File: config.mk
export PLATFORM = sky130hd
export DESIGN_NAME = lpt_stream_engine
export DESIGN_NICKNAME = d
export VERILOG_FILES = /design/src/rtl/lpt_stream_pkg.sv /design/src/rtl/lpt_sync.sv /design/src/rtl/lpt_byte_fifo.sv /design/src/rtl/lpt_strobe_fsm.sv /design/src/rtl/lpt_stream_engine.sv
export SDC_FILE = /design/constraint.sdc
export NUM_CORES = 1
export LEC_CHECK = 0
export BUFFER_PORTS_ARGS = -buffer_cell sky130_fd_sc_hd__buf_2
export CORE_MARGIN = 4
export CORE_UTILIZATION = 62
export CTS_BUF_LIST = sky130_fd_sc_hd__clkbuf_16
export DETAILED_ROUTE_END_ITERATION = 7
export HOLD_SLACK_MARGIN = 0.06
export PLACE_DENSITY = 0.84
export SYNTH_ARGS = -nofsm -noshare
export SYNTH_HDL_FRONTEND = slang
export SYNTH_SLANG_ARGS = --single-unit
File: constraint.sdc
create_clock -name clk -period 6.6 [get_ports clk]
set_input_delay 0.66 -clock clk [delete_from_list [all_inputs] [get_ports clk]]
set_output_delay 0.66 -clock clk [all_outputs]
set_load 0.02 [all_outputs]
File: src/rtl/lpt_stream_pkg.sv
package lpt_stream_pkg;
  typedef enum logic [1:0] {
    PH_IDLE  = 2'd0,
    PH_SETUP = 2'd1,
    PH_PULSE = 2'd2,
    PH_HOLD  = 2'd3
  } phase_t;
endpackage

File: src/rtl/lpt_sync.sv
module lpt_sync #(
  parameter int STAGES = 2,
  parameter bit RST_VAL = 1'b1
) (
  input  logic clk,
  input  logic rst_n,
  input  logic d,
  output logic q
);
  logic [STAGES-1:0] chain;

  for (genvar i = 0; i < STAGES; i++) begin : g_stage
    if (i == 0) begin : g_first
      always_ff @(posedge clk or negedge rst_n) begin
        if (!rst_n) chain[0] <= RST_VAL;
        else        chain[0] <= d;
      end
    end else begin : g_next
      always_ff @(posedge clk or negedge rst_n) begin
        if (!rst_n) chain[i] <= RST_VAL;
        else        chain[i] <= chain[i-1];
      end
    end
  end

  assign q = chain[STAGES-1];
endmodule

File: src/rtl/lpt_byte_fifo.sv
module lpt_byte_fifo #(
  parameter int W     = 8,
  parameter int DEPTH = 8,
  localparam int AW   = (DEPTH > 1) ? $clog2(DEPTH) : 1,
  localparam int LW   = $clog2(DEPTH + 1)
) (
  input  logic          clk,
  input  logic          rst_n,
  input  logic          push,
  input  logic [W-1:0]  wdata,
  input  logic          pop,
  output logic [W-1:0]  rdata,
  output logic [LW-1:0] level,
  output logic          empty,
  output logic          full
);
  logic [W-1:0]  mem [DEPTH];
  logic [AW-1:0] wr_ptr, rd_ptr;
  logic          push_ok, pop_ok;

  function automatic logic [AW-1:0] bump(input logic [AW-1:0] p);
    return (p == AW'(DEPTH - 1)) ? '0 : p + 1'b1;
  endfunction

  assign empty   = (level == '0);
  assign full    = (level == LW'(DEPTH));
  assign push_ok = push && !full;
  assign pop_ok  = pop && !empty;
  assign rdata   = mem[rd_ptr];

  always_ff @(posedge clk) begin
    if (push_ok) mem[wr_ptr] <= wdata;
  end

  always_ff @(posedge clk or negedge rst_n) begin
    if (!rst_n) begin
      wr_ptr <= '0;
      rd_ptr <= '0;
      level  <= '0;
    end else begin
      if (push_ok) wr_ptr <= bump(wr_ptr);
      if (pop_ok)  rd_ptr <= bump(rd_ptr);
      case ({push_ok, pop_ok})
        2'b10:   level <= level + 1'b1;
        2'b01:   level <= level - 1'b1;
        default: level <= level;
      endcase
    end
  end
endmodule

File: src/rtl/lpt_strobe_fsm.sv
module lpt_strobe_fsm
  import lpt_stream_pkg::*;
#(
  parameter int W     = 8,
  parameter int CNT_W = 8
) (
  input  logic             clk,
  input  logic             rst_n,
  input  logic             enable,
  input  logic             avail,
  input  logic             busy_s,
  input  logic [W-1:0]     head,
  input  logic [CNT_W-1:0] setup_cyc,
  input  logic [CNT_W-1:0] pulse_cyc,
  input  logic [CNT_W-1:0] hold_cyc,
  output logic             pop,
  output logic [W-1:0]     pd,
  output logic             nstrobe,
  output phase_t           phase
);
  logic [CNT_W-1:0] cnt;
  logic             last;

  function automatic logic [CNT_W-1:0] eff(input logic [CNT_W-1:0] n);
    return (n == '0) ? CNT_W'(1) : n;
  endfunction

  assign pop  = (phase == PH_IDLE) && enable && avail && !busy_s;
  assign last = (cnt <= CNT_W'(1));

  always_ff @(posedge clk or negedge rst_n) begin
    if (!rst_n) begin
      phase   <= PH_IDLE;
      cnt     <= '0;
      pd      <= '0;
      nstrobe <= 1'b1;
    end else begin
      case (phase)
        PH_IDLE: if (pop) begin
          pd    <= head;
          cnt   <= eff(setup_cyc);
          phase <= PH_SETUP;
        end
        PH_SETUP: if (last) begin
          nstrobe <= 1'b0;
          cnt     <= eff(pulse_cyc);
          phase   <= PH_PULSE;
        end else cnt <= cnt - 1'b1;
        PH_PULSE: if (last) begin
          nstrobe <= 1'b1;
          cnt     <= eff(hold_cyc);
          phase   <= PH_HOLD;
        end else cnt <= cnt - 1'b1;
        PH_HOLD: if (last) phase <= PH_IDLE;
                 else      cnt   <= cnt - 1'b1;
        default: phase <= PH_IDLE;
      endcase
    end
  end
endmodule

File: src/rtl/lpt_stream_engine.sv
module lpt_stream_engine
  import lpt_stream_pkg::*;
#(
  parameter int W     = 8,
  parameter int DEPTH = 8,
  parameter int CNT_W = 8,
  localparam int LW   = $clog2(DEPTH + 1)
) (
  input  logic             clk,
  input  logic             rst_n,
  input  logic             enable,
  input  logic [CNT_W-1:0] setup_cyc,
  input  logic [CNT_W-1:0] pulse_cyc,
  input  logic [CNT_W-1:0] hold_cyc,
  output logic             wr_req,
  input  logic             wr_ack,
  input  logic [W-1:0]     wr_data,
  output logic [W-1:0]     pd,
  output logic             nstrobe,
  input  logic             busy,
  output logic [LW-1:0]    level,
  output logic             empty,
  output logic             full
);
  logic         busy_s;
  logic         pop;
  logic [W-1:0] head;
  phase_t       phase;

  lpt_sync #(.STAGES(2), .RST_VAL(1'b1)) u_busy_sync (
    .clk(clk), .rst_n(rst_n), .d(busy), .q(busy_s)
  );

  lpt_byte_fifo #(.W(W), .DEPTH(DEPTH)) u_fifo (
    .clk(clk), .rst_n(rst_n), .push(wr_ack), .wdata(wr_data), .pop(pop),
    .rdata(head), .level(level), .empty(empty), .full(full)
  );

  lpt_strobe_fsm #(.W(W), .CNT_W(CNT_W)) u_fsm (
    .clk(clk), .rst_n(rst_n), .enable(enable), .avail(!empty),
    .busy_s(busy_s), .head(head), .setup_cyc(setup_cyc),
    .pulse_cyc(pulse_cyc), .hold_cyc(hold_cyc), .pop(pop), .pd(pd),
    .nstrobe(nstrobe), .phase(phase)
  );

  assign wr_req = !full;
endmodule

==> run_results.csv, run 1 <==
group,metric,value,unit
timing,clock.fmax,312,MHz
global_routing,grt_start_max_net_pins,32,
power,powerDensity,298,mW/mm2
synth,synth_top_cell_by_area,"edfxtp_1",
setup_path,critPathTopFamily,"adder cells",
run_status,run_status,"complete, no violations",
synth,avgSynthCellArea,14.8,um2
synth,async_reset_ff_share,32.6,%
cts,cts_inserted_buffers,9,
drt,via_per_inst,5.96,
placed_design,post-dp-hpwl,5.69,mm
setup_path,worstPathCellList,"inv_1 -> ha_1 -> nand2_1 -> or3_4 -> inv_1 -> ha_1 -> ha_1 -> a21o_1 -> a21oi_1 -> xnor2_1 -> nor2_1 -> xor2_1",
floorplan,die_y_extent,91.9,um
global_routing,grt_antenna_before_repair,0,
global_routing,grt_usage,21.9,%
job,maxCapViolCount,0,
synth,synth_edf_count,64,
power,total_leakage_power,1.98,nW
timing,final.setup.tns,0,ns
setup_path,cp_data_required_time,6.82,ns
cts,clock_tree_from_tritoncts,"done",
setup_path,element_type_at_the_critical_path_start,"flip-flop",
timing,timing.max_slew.rel_slack,27.4,%
timing,report.final.setup_viol,0,
timing,hold_slack,0.359,ns
cts,post_cts_resized,0,
cts,clock_insertion_delay_worst_skew,0.33,ns
setup_path,critPathMostFrequentCell,"ha_1",
placed_design,finalWeightedCongestion,0.881,
synth,synth_nets,346,
min_path,min-delay-path-class,"flip-flop to flip-flop",
synth,ff_latch_count_synth,95,
synth,synthTopCellsByCount,"edfxtp_1 (64), dfrtp_1 (28), a21oi_1 (22)",
setup_path,critical_path_class,"flip-flop to flip-flop",
synth,yosys.area.top_type_share,44.1,%
power,vdd_ir_drop_max,181,uV
synth,mappedNetlistArea,0.00436,mm2
cts,htree_levels,3,
cells_and_area,drive_above_1_share,28.9,%
drt,route.vias.total,2676,
timing,fin_crit_sh,48.5,%
floorplan,num_io_pins,53,
cells_and_area,area_growth,14.2,%
cells_and_area,nNetsFinal,400,
floorplan,rows,30,
synth,synth.most_common_cell,"edfxtp_1",
setup_path,crit_path_max_incr_delay,0.54,ns
cts,cts.path.max_buffers,2,
drt,route.detailed.drc,0,
timing,finalHoldViolations,0,
synth,ys_warn_count,0,
drt,route.antenna.remaining_nets,0,
timing,period_needed,3.20,ns
timing,timing.final.max_slew_violations,0,
cts,cts_sinks,95,
timing,final.setup_skew,0.00528,ns
timing,worst_slew_pin_slew,1.09,ns
setup_path,data_arrival_time_at_the_worst_slack_endpoint,3.42,ns
setup_path,critical_path.n_buffers_inverters,2,
cells_and_area,number_of_diodes_added_for_antenna_fixing,0,
drt,dr.pass1.iters,4,
cts,cts.root.buffer_cell,"clkbuf_16",
synth,synth_area_leaders,"edfxtp_1 (44%), dfrtp_1 (16%), mux4_2 (8.3%)",
synth,synth.lib_cells_used.distinct,44,
global_routing,grt_first_pass_wirelength,14.0,mm
floorplan,initial_core_util,63.8,%
setup_path,crit_path_end_kind,"flip-flop",
setup_path,crit_slowest_cell,"inv_1",
floorplan,die_width,91.9,um
floorplan,fp.dieArea,0.00844,mm2
cts,cts.clk_slew.worst_paths,0.07,ns
floorplan,placeable_core_area,0.00683,mm2
synth,synth_sequential_area_ratio,62.0,%
cts,cts_hold_buffers,0,
drt,drt-initial-drc-count,195,
timing,rsz0062_at_grt,"no",
placed_design,port_buffers,52,
global_routing,globalRouteOverflowTotal,0,
cts,post_cts_buffers,0,
global_routing,first_global_vias,2670,
drt,detail_route.wirelength,8.69,mm
synth,synth_instances,294,
setup_path,worst-path-max-fanout,20,
synth,most_used_flip_flop_cell_after_synthesis,"edfxtp_1",
drt,drt-wirelength-per-cell,19.3,um
registers in the layout, summed over array words and instances, names as in the netlist:
signal,cells
u_fifo.wr_ptr,3
u_fifo.level,4
u_fsm.phase,2
u_busy_sync.chain,1
u_fsm.pd,8
u_fifo.mem,64
u_busy_sync.q,1
u_fifo.rd_ptr,3
u_fsm.nstrobe,1
u_fsm.cnt,8
kinds of logic after synthesis:
kind of cell,count (synthesis),share of synthesized area [%]
compound gates,65,11.0
xor+xnor,7,1.41
fa+ha+maj,15,4.48
buf+inv,24,2.73
flops,95,62.0
mux,30,11.6
simple gates,58,6.86
placed cells by master, fill, tap and decap left out, drive strengths merged, types with 3 or more instances in the layout:
cell	synthesis	layout
dfstp	3	3
clkbuf	1	9
edfxtp	64	64
a21oi	23	23
nor2	20	20
mux2i	9	9
o21ai	15	15
ha	14	14
nand2b	9	9
nand3	3	3
a22o	13	13
mux4	16	16
inv	13	16
mux2	5	5
xnor2	3	3
nand2	10	10
xor2	4	4
dfrtp	28	28
nor4	5	5
a32o	3	3
nor3	6	6
buf	10	54
final timing paths:
kind | slack (ns) | start | to | depth (start not counted)
max in group asynchronous | 5.76 | rst_n | u_fsm.phase[1] | 1
worst max-delay path | 3.40 | u_fsm.phase[0] | u_fifo.level[3] | 12
worst min register to register | 0.36 | u_busy_sync.chain[0] | u_busy_sync.q | 0
worst min-delay path | 0.36 | u_busy_sync.chain[0] | u_busy_sync.q | 0
min in group asynchronous | 0.37 | rst_n | u_fsm.cnt[0] | 1
worst max register to register | 3.40 | u_fsm.phase[0] | u_fifo.level[3] | 12
worst reg2reg max path: stages, from the launching register on:
cell and delay, ns:
dfrtp_1 0.40, inv_1 0.14, ha_1 0.30, nand2_1 0.09, or3_4 0.37, inv_1 0.54
ha_1 0.33, ha_1 0.25, a21o_1 0.17, a21oi_1 0.17, xnor2_1 0.13, nor2_1 0.06
xor2_1 0.14
per-stage QoR:
stage | utilization (%) | total power [mW] | cells | setup WS [ns] | instance area, um2
floorplan | - | 0.906 | 294 | 3.51 | 4360
global placement | 68.6 | 0.981 | 433 | 3.60 | 4690
detailed placement | 68.6 | 1.00 | 433 | 3.43 | 4690
CTS | 72.9 | 1.50 | 449 | 3.39 | 4980
global route | 72.9 | 1.56 | 449 | 3.16 | 4980
finish | 72.9 | 1.49 | 449 | 3.40 | 4980
layout make-up:
| class | instances | area (um2) |
|---|---|---|
| flip-flops and latches | 95 | 2700 |
| repair buffers | 54 | 275 |
| clock buffers | 9 | 225 |
| inverters | 13 | 48.8 |
| multi-input cells | 175 | 1540 |
| well taps | 96 | 120 |
| clock inverters | 7 | 67.6 |
| fillers | 450 | 1850 |
power by group:
group          switching, mW  internal (mW)
clock network          0.232          0.264
registers             0.0434          0.721
logic                  0.137         0.0876
total                  0.413           1.07
routing by layer:
metal / global-route usage [%] / up-vias / wire length, um
li1: - / 1252 / -
met1: 30.9 / 1321 / 3650
met2: 35.3 / 95 / 4480
met3: 4.35 / 8 / 476
met4: 5.69 / 0 / 79
met5: 0 / - / 0
Note: power is estimated with default switching activity, not from simulation.
==> inputs of run 2 (changes only) <==
- CORE_UTILIZATION: 62 -> 52
- PLACE_DENSITY: 0.84 -> 0.75
- clock period: 6.6 -> 2.55 ns (I/O delays scaled with it)
==> run 2 against run 1 <==
Cell area increased by 3.3%. Register-to-register slack got worse by 3.2 ns. Power increased to 2.6 times the previous value. Clock skew increased by 0.0021 ns. Routed wire length decreased by 1.8%. Global-route usage decreased by 3.4 points. Largest power group unchanged. Flip-flop and latch count unchanged. Non-clock buffer count increased by 15.
==> run_results.csv, run 2 (synthesis results as in run 1) <==
group,metric,value,unit
min_path,timing.hold.worst_path_depth,1,
placed_design,finalWeightedCongestion,0.859,
timing,worst_slew_pin_slew,0.770,ns
drt,via_per_inst,5.67,
power,seqPwrFrac,51.0,%
timing,report.final.setup_viol,0,
drt,dr.pass1.iters,4,
timing,timing.final.max_slew_violations,0,
job,maxCapViolCount,0,
drt,drt-wirelength-per-cell,18.0,um
power,p_sw_share,28.0,%
power,comb_power_share,15.5,%
setup_path,worst-path-max-fanout,4,
drt,route.antenna.remaining_nets,0,
timing,finalHoldViolations,0,
cells_and_area,filler_cell_count,625,
power,net-switching-power,1.09,mW
timing,clock.fmax,418,MHz
timing,period_needed,2.39,ns
setup_path,element_type_at_the_critical_path_start,"flip-flop",
placed_design,port_buffers,52,
cts,clock_insertion_delay_worst_skew,0.34,ns
timing,hold_slack,0.184,ns
setup_path,data_arrival_time_at_the_worst_slack_endpoint,2.61,ns
cts,cts_sinks,95,
global_routing,first_global_vias,2811,
cells_and_area,area_growth,18.0,%
setup_path,critical_path_class,"flip-flop to flip-flop",
floorplan,die_width,99.6,um
setup_path,reg2reg_depth,12,
cells_and_area,final_common_cell,"edfxtp_1",
power,internal_power,2.82,mW
drt,route.detailed.drc,0,
timing,final.setup_skew,0.00742,ns
timing,fin_crit_sh,93.8,%
floorplan,die_y_extent,99.6,um
drt,route.vias.total,2683,
cells_and_area,number_of_diodes_added_for_antenna_fixing,0,
drt,detail_route.wirelength,8.53,mm
power,vdd_ir_drop_max,447,uV
placed_design,post-dp-hpwl,5.64,mm
cells_and_area,post-route-cell-area,0.00514,mm2
cells_and_area,sequential_cell_area,0.00270,mm2
cells_and_area,top_register,"u_fifo.mem",
floorplan,fp.dieArea,0.00991,mm2
cells_and_area,nNetsFinal,415,
power,total_leakage_power,2.06,nW
cells_and_area,layout_top_registers,"u_fifo.mem (64), u_fsm.cnt (8), u_fsm.pd (8)",
run_status,run_status,"complete, no violations",
global_routing,grt_first_pass_wirelength,14.0,mm
cts,cts.path.max_buffers,2,
cells_and_area,most_used_cells_in_the_layout_excluding_fill_and_tap_cells,"edfxtp_1 (64), buf_2 (52), dfrtp_1 (26)",
floorplan,rows,33,
global_routing,grt_antenna_before_repair,0,
setup_path,crit_path_end_kind,"flip-flop",
timing,timing.max_slew.rel_slack,48.7,%
cells_and_area,drive_above_1_share,33.7,%
power,clockPowerShare,33.5,%
power,powerDensity,760,mW/mm2
floorplan,initial_core_util,53.3,%
cts,clock_tree_from_tritoncts,"done",
cells_and_area,area_used_by_multi_input_combinational_logic,0.00157,mm2
min_path,min-delay-path-class,"input pin to flip-flop",
cts,cts.clk_slew.worst_paths,0.07,ns
drt,drt-initial-drc-count,126,
cts,cts.root.buffer_cell,"clkbuf_16",
cells_and_area,largest_register_ff_count,64,
cts,cts_inserted_buffers,9,
floorplan,placeable_core_area,0.00818,mm2
global_routing,grt_start_max_net_pins,32,
floorplan,num_io_pins,53,
cts,htree_levels,3,
global_routing,grt_usage,18.4,%
placed_design,placed_instance_area,0.00478,mm2
global_routing,globalRouteOverflowTotal,0,
setup_path,cp_data_required_time,2.77,ns
==> run 2: cell types whose count changed in the layout (fill, tap and decap cells not counted), moves of 2 or more <==
cell / change
buf_4: +13
dfrtp_1: -2
dfrtp_2: +2
dlygate4sd3_1: +2
ha_1: -2
inv_1: -3
inv_2: +3
inv_8: +2
==> run 2: cell type report <==
cell class / instances / share of cell area (%)
Clock buffer: 9 / 4.38
Timing Repair Buffer: 69 / 7.64
Multi-Input combinational cell: 175 / 30.6
Clock inverter: 7 / 1.34
Inverter: 13 / 0.948
Tap cell: 105 / 2.55
Sequential cell: 95 / 52.6
==> run 2: what timing repair did <==
item,in CTS,in global routing
hold buffers,2,0
buffers inserted,0,5
endpoints found under the hold margin,29,0
resized for setup,1,3
endpoints found under the setup margin,1,1
pin swaps,0,1
==> run 2: path summary, 6_finish.rpt <==
check | startpoint | endpoint | slack (ns)
worst min-delay path | wr_data[2] | u_fifo.mem[3][2] | 0.18
worst max-delay path | u_fsm.phase[1] | u_fifo.level[3] | 0.16
worst min register to register | u_busy_sync.chain[0] | u_busy_sync.q | 0.36
max in group asynchronous | rst_n | u_fifo.level[2] | 1.51
worst max register to register | u_fsm.phase[1] | u_fifo.level[3] | 0.16
min in group asynchronous | rst_n | u_fsm.cnt[0] | 0.51
==> run 2: worst max-delay path, stage by stage (launching register included) <==
cell	delay, ns
dfrtp_1	0.41
inv_2	0.10
ha_4	0.15
nand2_1	0.05
or3_4	0.37
inv_2	0.08
ha_2	0.20
ha_1	0.23
a21o_1	0.20
a21oi_2	0.15
xnor2_1	0.14
nor2_1	0.07
xor2_1	0.14
==> run 2: routing by layer <==
layer / wire length, um / vias to the layer above / part of all wire, % / GRT usage (%)
met5: 0 / - / 0 / 0
li1: - / 1273 / - / -
met3: 295 / 10 / 3.5 / 3.72
met1: 3610 / 1354 / 42 / 23.1
met2: 4510 / 46 / 53 / 32.6
met4: 112 / 0 / 1.3 / 5.36
==> run 2: through the flow <==
step	util, %	worst slack [ns]	power [mW]	cells	TNS (ns)
after floorplan	-	0.00165	2.38	294	0
after global placement	58.5	0.0983	2.60	450	0
after global routing	62.9	-0.00438	4.09	473	-0.00438
after CTS	62.5	0.00785	3.95	468	0
final	62.9	0.159	3.91	473	0
after detailed placement	58.5	-0.0151	2.63	450	-0.0151
==> run 2: power by group through the flow <==
stage | Sequential [mW] | Clock (mW) | Combinational [mW]
after CTS | 2.00 | 1.34 | 0.618
after floorplan | 2.04 | 0 | 0.341
final | 1.99 | 1.31 | 0.605
after global placement | 2.01 | 0 | 0.587
after detailed placement | 2.02 | 0 | 0.608
after global routing | 2.01 | 1.40 | 0.677
==> inputs of run 3 (changes only) <==
- CORE_UTILIZATION: 52 -> 53
- PLACE_DENSITY: 0.75 -> 0.76
- SYNTH_HIERARCHICAL: not set -> 1
==> run 3 against run 2 <==
Area after synthesis up 4.6%. Die area rose by 2.5%. Core utilization increased by 2.1 points.
==> run_results.csv, run 3 <==
group,metric,value,unit
global_routing,grt_start_max_net_pins,32,
cts,cts_sinks,95,
power,vdd_ir_drop_max,550,uV
timing,finalHoldViolations,0,
placed_design,port_buffers,52,
synth,synthAdderAreaFrac,4.28,%
synth,ff_latch_count_synth,95,
setup_path,crit_path_max_incr_delay,0.59,ns
setup_path,crit_slowest_cell,"or4b_4",
setup_path,worstPathCellList,"buf_4 -> or4b_4 -> nand2_8 -> ha_4 -> ha_4 -> or4b_4 -> o311ai_2 -> o211ai_1",
setup_path,element_type_at_the_critical_path_start,"flip-flop",
cells_and_area,area_growth,18.3,%
synth,ys_warn_count,6,
setup_path,timing.rr.end,"u_fifo/level[3]",
cells_and_area,largest_register_ff_count,64,
synth,synth_edf_count,64,
synth,synth_top_cell_by_area,"edfxtp_1",
job,maxCapViolCount,0,
synth,synth_top_family_by_area,"multiplexers",
cts,clock_tree_from_tritoncts,"done",
floorplan,die_y_extent,101,um
min_path,min-delay-path-class,"input pin to flip-flop",
setup_path,crit_path_end_kind,"flip-flop",
synth,synth_compound_gate_area_share,9.08,%
drt,drt-wirelength-per-cell,18.2,um
timing,final.setup_skew,0.00622,ns
global_routing,globalRouteOverflowTotal,0,
synth,synth_nets,370,
global_routing,first_global_vias,2906,
setup_path,critical_path_class,"flip-flop to flip-flop",
drt,route.vias.total,2866,
timing,timing.final.max_slew_violations,0,
cells_and_area,number_of_diodes_added_for_antenna_fixing,0,
power,p_total,6.28,mW
timing,timing.max_slew.rel_slack,46.3,%
cts,cts.clk_slew.worst_paths,0.07,ns
timing,report.final.setup_viol,0,
drt,route.antenna.remaining_nets,0,
setup_path,r2r_start,"u_fifo/level[1]",
cells_and_area,layout_top_registers,"u_fifo/mem (64), u_fsm/cnt (8), u_fsm/pd (8)",
timing,fin_crit_sh,99.3,%
cts,htree_levels,3,
synth,yosys.area.top_type_share,42.1,%
synth,synth_sequential_area_ratio,59.2,%
timing,rsz0062_at_grt,"yes",
power,powerDensity,1160,mW/mm2
floorplan,num_io_pins,53,
timing,worst_slew_pin_slew,0.806,ns
cts,clock_insertion_delay_worst_skew,0.33,ns
synth,synth.most_common_cell,"edfxtp_1",
global_routing,grt_first_pass_wirelength,14.9,mm
cts,cts_inserted_buffers,9,
cells_and_area,nNetsFinal,445,
cells_and_area,filler_cell_count,601,
cells_and_area,post-route-cell-area,0.00540,mm2
synth,most_used_flip_flop_cell_after_synthesis,"edfxtp_1",
drt,dr.pass1.iters,5,
min_path,hp-start,"wr_data[7]",
synth,synth_area_leaders,"edfxtp_1 (42%), dfrtp_1 (15%), mux4_2 (4.4%)",
placed_design,placed_instance_area,0.00507,mm2
synth,async_reset_ff_share,32.6,%
drt,route.detailed.drc,0,
setup_path,crit_path_start,"u_fifo/level[1]",
setup_path,timing.critical_path.to,"u_fifo/level[3]",
cells_and_area,most_used_cells_in_the_layout_excluding_fill_and_tap_cells,"edfxtp_1 (64), buf_2 (52), nand2_1 (36)",
timing,clock.fmax,395,MHz
setup_path,cp_data_required_time,2.76,ns
drt,drt-initial-drc-count,131,
run_status,run_status,"complete, no violations",
cells_and_area,top_register,"u_fifo/mem",
cts,cts.root.buffer_cell,"clkbuf_16",
floorplan,placeable_core_area,0.00830,mm2
floorplan,initial_core_util,55.0,%
synth,synthTopCellsByCount,"edfxtp_1 (64), nand2_1 (36), dfrtp_1 (28)",
synth,synth.lib_cells_used.distinct,59,
cells_and_area,drive_above_1_share,32.9,%
synth,mappedNetlistArea,0.00456,mm2
timing,period_needed,2.53,ns
cells_and_area,final_common_cell,"edfxtp_1",
global_routing,grt_usage,19.2,%
setup_path,ff2ff_setup_slack,0.02,ns
placed_design,finalWeightedCongestion,0.862,
synth,yosys-mux-area-fraction,12.8,%
setup_path,reg2reg_depth,8,
drt,detail_route.wirelength,9.18,mm
setup_path,data_arrival_time_at_the_worst_slack_endpoint,2.74,ns
synth,synth_instances,318,
synth,synth-xor-area-share,0.768,%
power,total_leakage_power,2.17,nW
placed_design,post-dp-hpwl,6.35,mm
floorplan,die_width,101,um
setup_path,worst-path-max-fanout,5,
global_routing,grt_antenna_before_repair,0,
cts,cts.path.max_buffers,2,
drt,via_per_inst,5.70,
floorplan,fp.dieArea,0.0102,mm2
synth,avgSynthCellArea,14.3,um2
synth,synthSimpleGateAreaFrac,10.8,%
floorplan,rows,33,
-- run 3: cell types whose count changed in the layout (fill, tap and decap cells not counted), sizes merged, moves of 6 or more --
cell and delta:
nand2 +27, buf +7, a21oi -15, o21ai -9, mux2i -8, mux2 +8
a22o -6
-- run 3: critical path, delay by kind of cell (launching register included) --
family | cells | cell delay, ns
simple gates | 3 | 1.21
flops | 1 | 0.42
fa+ha+maj | 2 | 0.36
compound gates | 2 | 0.24
buf+inv | 1 | 0.17
-- run 3: worst min-delay path by stage --
stage,cells after the start,slack (ns),end
2_1_floorplan,0,-0.04,u_fifo/level[0]
4_1_cts,1,0.18,u_fifo/mem[4][5]
6_report,1,0.19,u_fifo/mem[5][7]
3_3_place_gp,0,0.35,u_busy_sync/q
3_5_place_dp,0,0.35,u_busy_sync/q
5_1_grt,1,0.19,u_fifo/mem[1][3]
-- run 3: power breakdown --
group / leakage [nW] / internal [mW] / switching (mW)
combinational: 1.07 / 1.28 / 1.34
sequential: 0.955 / 2.05 / 0.328
clock: 0.142 / 0.684 / 0.601
total: 2.17 / 4.01 / 2.27
-- run 3: cell families after synthesis --
group           after synthesis
xor+xnor                      4
compound gates               53
fa+ha+maj                    15
flops                        95
simple gates                 93
buf+inv                      28
mux                          30
-- run 3: cell type report --
class                           count  area [um2]  share of cell area (%)
Timing Repair Buffer               76         445                    8.25
Inverter                           16        61.3                    1.14
Multi-Input combinational cell    195        1770                    32.8
Sequential cell                    95        2700                    50.1
Clock buffer                        9         225                    4.17
Tap cell                          105         131                    2.43
Clock inverter                      7        61.3                    1.14
-- run 3: routing by layer --
| metal | share of wire (%) | global-route usage, % | wire length [um] |
|---|---|---|---|
| met1 | 42 | 25.2 | 3870 |
| met2 | 51 | 32.1 | 4640 |
| met3 | 5.4 | 3.39 | 492 |
| met4 | 1.9 | 7.05 | 174 |
| met5 | 0 | 0 | 0 |
-- run 3: what timing repair did --
action,CTS,global route
setup endpoints to repair,1,1
hold endpoints to repair,29,0
pin swaps,2,4
resized for setup,0,1
hold buffers,2,0
setup buffers,1,1
cloned,0,0
-- run 3: per-stage QoR --
stage / setup TNS, ns / utilization (%) / worst slack [ns] / cells / hold WS, ns
after floorplan: -0.517 / - / -0.478 / 318 / -0.0406
after global placement: 0 / 61.1 / 0.0818 / 483 / 0.347
after detailed placement: -0.000148 / 61.1 / -0.000148 / 483 / 0.353
after CTS: 0 / 64.9 / 0.000519 / 502 / 0.180
after global routing: -0.0686 / 65.1 / -0.0686 / 503 / 0.192
final: 0 / 65.1 / 0.0190 / 503 / 0.189
